===== src/rtl/lcd_scan_pkg.sv =====
package lcd_scan_pkg;

    localparam int SCAN_ADDR_W = 6;
    localparam int SCAN_DATA_W = 128;
    localparam int SCAN_SYNC_STAGES = 2;

    typedef enum logic [1:0] {
        SCAN_IDLE      = 2'd0,
        SCAN_WAIT_RISE = 2'd1,
        SCAN_WAIT_FALL = 2'd2
    } scan_state_t;

endpackage


===== src/rtl/scan_edge_sync.sv =====
module scan_edge_sync #(
    parameter int STAGES = 2
) (
    input  logic clk,
    input  logic rst_n,
    input  logic async_in,
    output logic rise,
    output logic fall
);

    localparam int CHAIN_W = STAGES + 1;

    logic [CHAIN_W-1:0] chain;

    always_ff @(posedge clk) begin
        if (!rst_n) chain[0] <= 1'b0;
        else        chain[0] <= async_in;
    end

    genvar gi;
    generate
        for (gi = 1; gi < CHAIN_W; gi++) begin : g_stage
            always_ff @(posedge clk) begin
                if (!rst_n) chain[gi] <= 1'b0;
                else        chain[gi] <= chain[gi-1];
            end
        end
    endgenerate

    // chain[STAGES-1] is the synchronized level, chain[STAGES] its previous value
    assign rise = chain[STAGES-1] & ~chain[STAGES];
    assign fall = ~chain[STAGES-1] & chain[STAGES];

endmodule


===== src/rtl/scan_line_ctrl.sv =====
module scan_line_ctrl
    import lcd_scan_pkg::*;
#(
    parameter int ADDR_W = 6
) (
    input  logic              clk,
    input  logic              rst_n,
    input  logic              start_we,
    input  logic [ADDR_W-1:0] start_din,
    input  logic              flm_edge,
    input  logic              lp_rise,
    input  logic              lp_fall,
    output logic [ADDR_W-1:0] start_q,
    output logic [ADDR_W-1:0] line_cnt,
    output logic              capture_en,
    output logic              present_en,
    output scan_state_t       state
);

    localparam logic [ADDR_W-1:0] ONE = {{(ADDR_W-1){1'b0}}, 1'b1};

    scan_state_t state_nx;

    // start-line register: only read when a frame begins
    always_ff @(posedge clk) begin
        if (!rst_n)        start_q <= '0;
        else if (start_we) start_q <= start_din;
    end

    // state register
    always_ff @(posedge clk) begin
        if (!rst_n) state <= SCAN_IDLE;
        else        state <= state_nx;
    end

    // next state
    always_comb begin
        state_nx = state;
        unique case (state)
            SCAN_IDLE:      if (flm_edge) state_nx = SCAN_WAIT_RISE;  // T_FRAME_START
            SCAN_WAIT_RISE: if (lp_rise)  state_nx = SCAN_WAIT_FALL;  // T_CAPTURE
            SCAN_WAIT_FALL: if (lp_fall)  state_nx = SCAN_WAIT_RISE;  // T_PRESENT
            default:                      state_nx = SCAN_IDLE;
        endcase
    end

    // outputs
    always_comb begin
        capture_en = 1'b0;
        present_en = 1'b0;
        unique case (state)
            SCAN_IDLE:      ;
            SCAN_WAIT_RISE: capture_en = lp_rise;
            SCAN_WAIT_FALL: present_en = lp_fall;
            default:        ;
        endcase
    end

    // line counter: frame preset has priority over advance
    always_ff @(posedge clk) begin
        if (!rst_n)          line_cnt <= '0;
        else if (flm_edge)   line_cnt <= start_q;
        else if (capture_en) line_cnt <= line_cnt + ONE;
    end

endmodule


===== src/rtl/scan_line_latch.sv =====
module scan_line_latch #(
    parameter int DATA_W = 128
) (
    input  logic              clk,
    input  logic              rst_n,
    input  logic              capture_en,
    input  logic              present_en,
    input  logic [DATA_W-1:0] line_in,
    output logic [DATA_W-1:0] line_out
);

    logic [DATA_W-1:0] hold_q;

    always_ff @(posedge clk) begin
        if (!rst_n)          hold_q <= '0;
        else if (capture_en) hold_q <= line_in;
    end

    always_ff @(posedge clk) begin
        if (!rst_n)          line_out <= '0;
        else if (present_en) line_out <= hold_q;
    end

endmodule


===== src/rtl/lcd_line_scan.sv =====
module lcd_line_scan
    import lcd_scan_pkg::*;
#(
    parameter int ADDR_W = SCAN_ADDR_W,
    parameter int DATA_W = SCAN_DATA_W,
    parameter int SYNC_STAGES = SCAN_SYNC_STAGES
) (
    input  logic              clk,
    input  logic              rst_n,
    input  logic              start_we,
    input  logic [ADDR_W-1:0] start_line,
    input  logic              frame_mark,
    input  logic              line_pulse,
    output logic [ADDR_W-1:0] line_addr,
    input  logic [DATA_W-1:0] line_rdata,
    output logic [DATA_W-1:0] seg_data
);

    logic        flm_rise, flm_fall, flm_edge;
    logic        lp_rise, lp_fall;
    logic        capture_en, present_en;
    logic [ADDR_W-1:0] start_q;
    scan_state_t scan_state;

    scan_edge_sync #(.STAGES(SYNC_STAGES)) u_flm_sync (
        .clk(clk), .rst_n(rst_n), .async_in(frame_mark),
        .rise(flm_rise), .fall(flm_fall)
    );

    scan_edge_sync #(.STAGES(SYNC_STAGES)) u_lp_sync (
        .clk(clk), .rst_n(rst_n), .async_in(line_pulse),
        .rise(lp_rise), .fall(lp_fall)
    );

    assign flm_edge = flm_rise | flm_fall;

    scan_line_ctrl #(.ADDR_W(ADDR_W)) u_ctrl (
        .clk(clk), .rst_n(rst_n),
        .start_we(start_we), .start_din(start_line),
        .flm_edge(flm_edge), .lp_rise(lp_rise), .lp_fall(lp_fall),
        .start_q(start_q), .line_cnt(line_addr),
        .capture_en(capture_en), .present_en(present_en),
        .state(scan_state)
    );

    scan_line_latch #(.DATA_W(DATA_W)) u_latch (
        .clk(clk), .rst_n(rst_n),
        .capture_en(capture_en), .present_en(present_en),
        .line_in(line_rdata), .line_out(seg_data)
    );

endmodule


===== config.mk =====
export PLATFORM = sky130hd
export DESIGN_NAME = lcd_line_scan
export DESIGN_NICKNAME = d
export VERILOG_FILES = /design/src/rtl/lcd_scan_pkg.sv /design/src/rtl/scan_edge_sync.sv /design/src/rtl/scan_line_ctrl.sv /design/src/rtl/scan_line_latch.sv /design/src/rtl/lcd_line_scan.sv
export SDC_FILE = /design/constraint.sdc
export NUM_CORES = 1
export LEC_CHECK = 0
export CORE_UTILIZATION = 55
export CTS_BUF_LIST = sky130_fd_sc_hd__clkbuf_4 sky130_fd_sc_hd__clkbuf_8 sky130_fd_sc_hd__clkbuf_16
export DETAILED_ROUTE_END_ITERATION = 10
export DONT_BUFFER_PORTS = 1
export PLACE_DENSITY_LB_ADDON = 0.2
export SLEW_MARGIN = 20
export SYNTH_ARGS = -nofsm -noshare
export SYNTH_HDL_FRONTEND = slang
export SYNTH_SLANG_ARGS = --single-unit
export TNS_END_PERCENT = 30

===== constraint.sdc =====
create_clock -name clk -period 1.3 [get_ports clk]
set_clock_uncertainty 0.15 [all_clocks]
set_input_delay 0.13 -clock clk [delete_from_list [all_inputs] [get_ports clk]]
set_output_delay 0.13 -clock clk [all_outputs]
set_load 0.05 [all_outputs]

Yosys cells after proc, flatten, opt, wreduce, memory -nomap -nowiden

Cells that the tools add are included.

$add $sub $neg: 1
Bitwise logic cells: 9
Reductions and logical operators: 3
Eq/ne operators: 5
Muxes and demuxes: 8

Operator list:

| operator                                            | number |
|---|---|
| two-way mux 6 bit                                   | 2 |
| adder 6 x 1 -> 6 bit, second input constant         | 1 |
| two-way mux 2 bit                                   | 3 |
| case mux 2 bit (3 select lines)                     | 1 |
| bitwise AND 1 bit                                   | 4 |
| != test 2 x 1 -> 1 bit, second input constant       | 2 |
| NOT 1 bit                                           | 4 |
| AND reduction 3 bit                                 | 1 |
| equality test 2 x 1 -> 1 bit, second input constant | 1 |
| equality test 2 bit, second input constant          | 1 |
| logical NOT 2 bit                                   | 1 |
| two-way mux 1 bit                                   | 2 |
| != test 2 bit, second input constant                | 1 |
| nonzero test 2 bit                                  | 1 |
| bitwise OR 1 bit                                    | 1 |

Flip-flop bits (word level): 276
Word-level logic and storage cells: 37
Input bits: 139

Depth between registers and ports, before layout

Word-level depth: 5
Depth in mapped cells: 6
Mapped depth without buffers: 4

Modules after synthesis

From an unflattened synthesis, not the netlist that was laid out.

Cells, all modules: 907
Area total of the unflattened synthesis: 10761.6 sq um

By module, submodules not included:

| module          | seq. area each (sq um) | area an instance (sq um) | times used | cells each |
|---|---|---|---|---|
| scan_line_latch | 5124.9                 | 9940.8                   | 1          | 824 |
| scan_line_ctrl  | 280.3                  | 631.9                    | 1          | 66 |
| scan_edge_sync  | 60.1                   | 91.3                     | 2          | 8 |
| lcd_line_scan   | 0.0                    | 6.3                      | 1          | 1 |

Worst setup path before layout

Ideal clock, no wire load.

Path type: register -> register
Start: register u_ctrl.line_cnt[0]
End: register u_ctrl.line_cnt[4]
Data arrival time: 1.594 ns
Cell stages (with the launch flop): 5
Data required time: 1.076 ns
Library setup time: 0.074 ns
Slack: -0.518 ns
Buffers on the path: 0
Path through: dfxtp_1 > ha_1 > inv_1 > or4_1 > a31oi_1

Longest elaborated chain between the ends: 3

RTL lines:

| item                   | line                 | text |
|---|---|---|
| start, declared        | scan_line_ctrl.sv:14 | `output logic [ADDR_W-1:0] line_cnt,` |
| start signal, assigned | scan_line_ctrl.sv:62 | `else if (flm_edge) line_cnt <= start_q;` |
| start signal, assigned | scan_line_ctrl.sv:63 | `else if (capture_en) line_cnt <= line_cnt + ONE;` |
| adder 6 x 1 -> 6 bit   | scan_line_ctrl.sv:63 |  |
| two-way mux 6 bit      | scan_line_ctrl.sv:63 |  |
| two-way mux 6 bit      | scan_line_ctrl.sv:62 |  |

No other way between the ends. The select of a mux whose other input is x is not followed.
A chain may end at the register's enable or synchronous reset.

Final worst setup path

Start: register u_lp_sync.chain[2]
End: register u_latch.line_out[93]

Longest elaborated chain between the ends: 2

RTL lines:

| item                            | line                  | text |
|---|---|---|
| start, declared                 | scan_edge_sync.sv:13  | `logic [CHAIN_W-1:0] chain;` |
| start signal, assigned by index | scan_edge_sync.sv:25  | `else chain[gi] <= chain[gi-1];` |
| bitwise AND 1 bit               | scan_edge_sync.sv:32  | `assign fall = ~chain[STAGES-1] & chain[STAGES];` |
| two-way mux 1 bit               | scan_line_ctrl.sv:51  | `unique case (state)` |
| end signal, assigned            | scan_line_latch.sv:21 | `else if (present_en) line_out <= hold_q;` |
| end, declared                   | scan_line_latch.sv:9  | `output logic [DATA_W-1:0] line_out` |

No other way between the ends.

==> metrics <==
Seq cells post-synth=approximately 280; die height=around 130 um; Critical Path End Type=flop; global route overflow=0; Syn Inst Count=around 1.2k; post-route clock period utilization=1.33; Clk Latency, worst-skew pair=around 0.55 ns; DP Cell Count=about 1.5k; Clock Tree Buf Depth=3; Startpoint Class=flop; H-tree levels=1; Initial Util=0.569; Tot GR Track Use=0.346; commonest cells in the netlist=515 x nand2_1, 276 x dfxtp_1, 257 x a21oi_1; dpl hpwl=roughly 15 mm; CP Class=flop to flop; DR DRC count=0; Yosys cell types=26; register area share after synthesis=0.582; unrepaired setup endpoints after global routing=true; initial antenna violation count=3; vias in the first global route=9668; overall die width=around 130 um; Synth top area share=0.582; clock sink count=between 200 and 300; Num CTS Buffers=27; register clock-pin slew on the reported worst setup and hold paths=0.06 ns; layout cells sized above 1=0.339; Max FO, Critical Path=8; # rows=between 40 and 50; area grow syn2layout=67.4%; Die ar.=roughly 0.018 sq mm; leading area contributor after synthesis=dfxtp_1; cell area after synthesis=between 0.009 and 0.01 sq mm; via count of the routed design=11.2k; # fillers=approximately 420; io pins=about 270; final setup fails=approximately 400; Max-cap violations=0; peak supply drop=~0.0013 V; Power Total=17.8 mW; routed len/inst=25.5 um; Worst-Margin Slew=approximately 0.52 ns; nets=1654; Worst Path Arrival=~2 ns; PD cells=between 1000 and 1500 mW/mm^2; dominant synthesized flop cell=dfxtp_1; type of the worst min-delay path=input port to flop; failing checks=negative hold slack, negative setup slack; first-pass GRT wire length=roughly 50 mm; Leakage=~6.5 nW; final worst slack=-0.424 ns; CTS tree=built; EDFF count, synth=0; Rel. slew slack=0.650; drt first pass iters=6; WHS=-0.397 ns; largest net degree at the start of global routing=45; Hold Vio Cnt, Final=~220; asr flop ratio synth=0; Root Buffer=clkbuf_16; initial DRC count=between 1k and 1.5k; WP data required=around 1.6 ns; GP Congestion=0.793; final wirelength=between 40 and 50 mm; Max Fclk=a little under 0.6 GHz; count leader, synth=nand2_1; Ys Warns=0; top area cells in the synthesized netlist=dfxtp_1 58%, nand2_1 20%, a21oi_1 14%, clkbuf_1 2.0%, buf_2 1.9%; Vias/cell=6.37; Slew Limit Fails=0; Tmin final=around 1.7 ns; antenna violation net count after detailed routing=0; Final Non-Filler Cells=roughly 1.8k; number of port buffers=0; syn nets=1332; status=finished with violations; Avg Synthesized Cell Area=roughly 8 sq um; Core Area=0.0167 sq mm
[where the power goes]
group	switching, mW	internal, mW	total, mW
Combinational	0.546	0.528	1.07
Sequential	0.0716	8.52	8.59
Clock	3.46	4.67	8.13
Total	4.08	13.7	17.8
[placed cells by master (no fill, tap or decap), types with 3 or more instances in the layout]
cell	instances
dlygate4sd3_1	147
buf_16	21
nor2_1	10
clkbuf_4	4
dfxtp_4	8
a21oi_4	3
clkbuf_8	10
a31oi_1	4
nand2_4	68
a21oi_2	108
nand2_1	405
and2_1	6
o21ai_0	5
clkbuf_16	46
a21oi_1	146
buf_8	6
clkinv_2	4
buf_12	27
buf_4	149
nand2_2	42
buf_6	12
mux2i_1	6
dfxtp_1	267
[registers in the layout (all words and copies together) (netlist names)]
signal / flops
u_latch.hold_q: 128
u_latch.line_out: 128
u_ctrl.line_cnt: 6
u_ctrl.start_q: 6
u_flm_sync.chain: 3
u_lp_sync.chain: 3
u_ctrl.state: 2
[worst max-delay path, cell delays in order, from the launching register on]
cell and delay (ns):
dfxtp_4 0.38, buf_6 0.11, and4bb_4 0.27, buf_12 0.13, buf_12 0.14, buf_16 0.16, nand2_2 0.11, a21oi_2 0.18
[logic make-up after synthesis]
kind of cell,share of synthesized area
xor gates and xnor gates,0.00184
muxes,0.00632
and+or+nand+nor,0.222
adders and majority gates,0.00132
DFF,0.582
buffers and inverters,0.0411
AOI/OAI and AO/OA,0.146
[metal layers]
metal / track usage / wire (um)
met1: 0.391 / 14600
met2: 0.615 / 21300
met3: 0.0712 / 5200
met4: 0.176 / 3680
met5: 0 / 13
[cell type report]
type                            count  area, sq um  share of cell area
Sequential cell                   276         5560               0.349
Clock inverter                      7         67.6             0.00425
Multi-Input combinational cell    824         4690               0.295
Timing Repair Buffer              382         4440               0.279
Tap cell                          220          275              0.0173
Inverter                            3         18.8             0.00118
Clock buffer                       41          843              0.0530
Antenna cell                        2         5.00            0.000315
[final timing paths]
check                                        from                           endpoint  slack [ns]  cells after the start
setup / recovery    u_lp_sync.chain[2]$_SDFF_PN0_  u_latch.line_out[93]$_SDFFE_PN0P_       -0.42                      7
hold / removal                              rst_n    u_ctrl.line_cnt[5]$_SDFFE_PN0P_       -0.40                      2
setup reg to reg    u_lp_sync.chain[2]$_SDFF_PN0_  u_latch.line_out[93]$_SDFFE_PN0P_       -0.42                      7
hold reg to reg   u_latch.hold_q[60]$_SDFFE_PN0P_    u_latch.hold_q[60]$_SDFFE_PN0P_        0.31                      2
[through the flow]
stage | area, sq um | setup WS [ns] | TNS [ns] | hold WS [ns] | utilization
floorplan | 9600 | -0.195 | -19.24 | 0.102 | -
global placement | 11000 | -0.236 | -36.29 | 0.106 | 0.658
detailed placement | 11000 | -0.289 | -50.90 | 0.109 | 0.658
CTS | 14300 | -0.244 | -58.15 | -0.431 | 0.857
global route | 15900 | -0.614 | -93.41 | -0.400 | 0.952
finish | 15900 | -0.424 | -84.09 | -0.397 | 0.952
[timing repair]
action,CTS,global route
setup buffers,22,3
gates resized for setup,88,273
endpoints found under the hold margin,275,241
pin swaps,21,118
gates cloned,17,23
hold buffers,143,4
endpoints found under the setup margin,398,402
(Power assumes the default switching activity.)
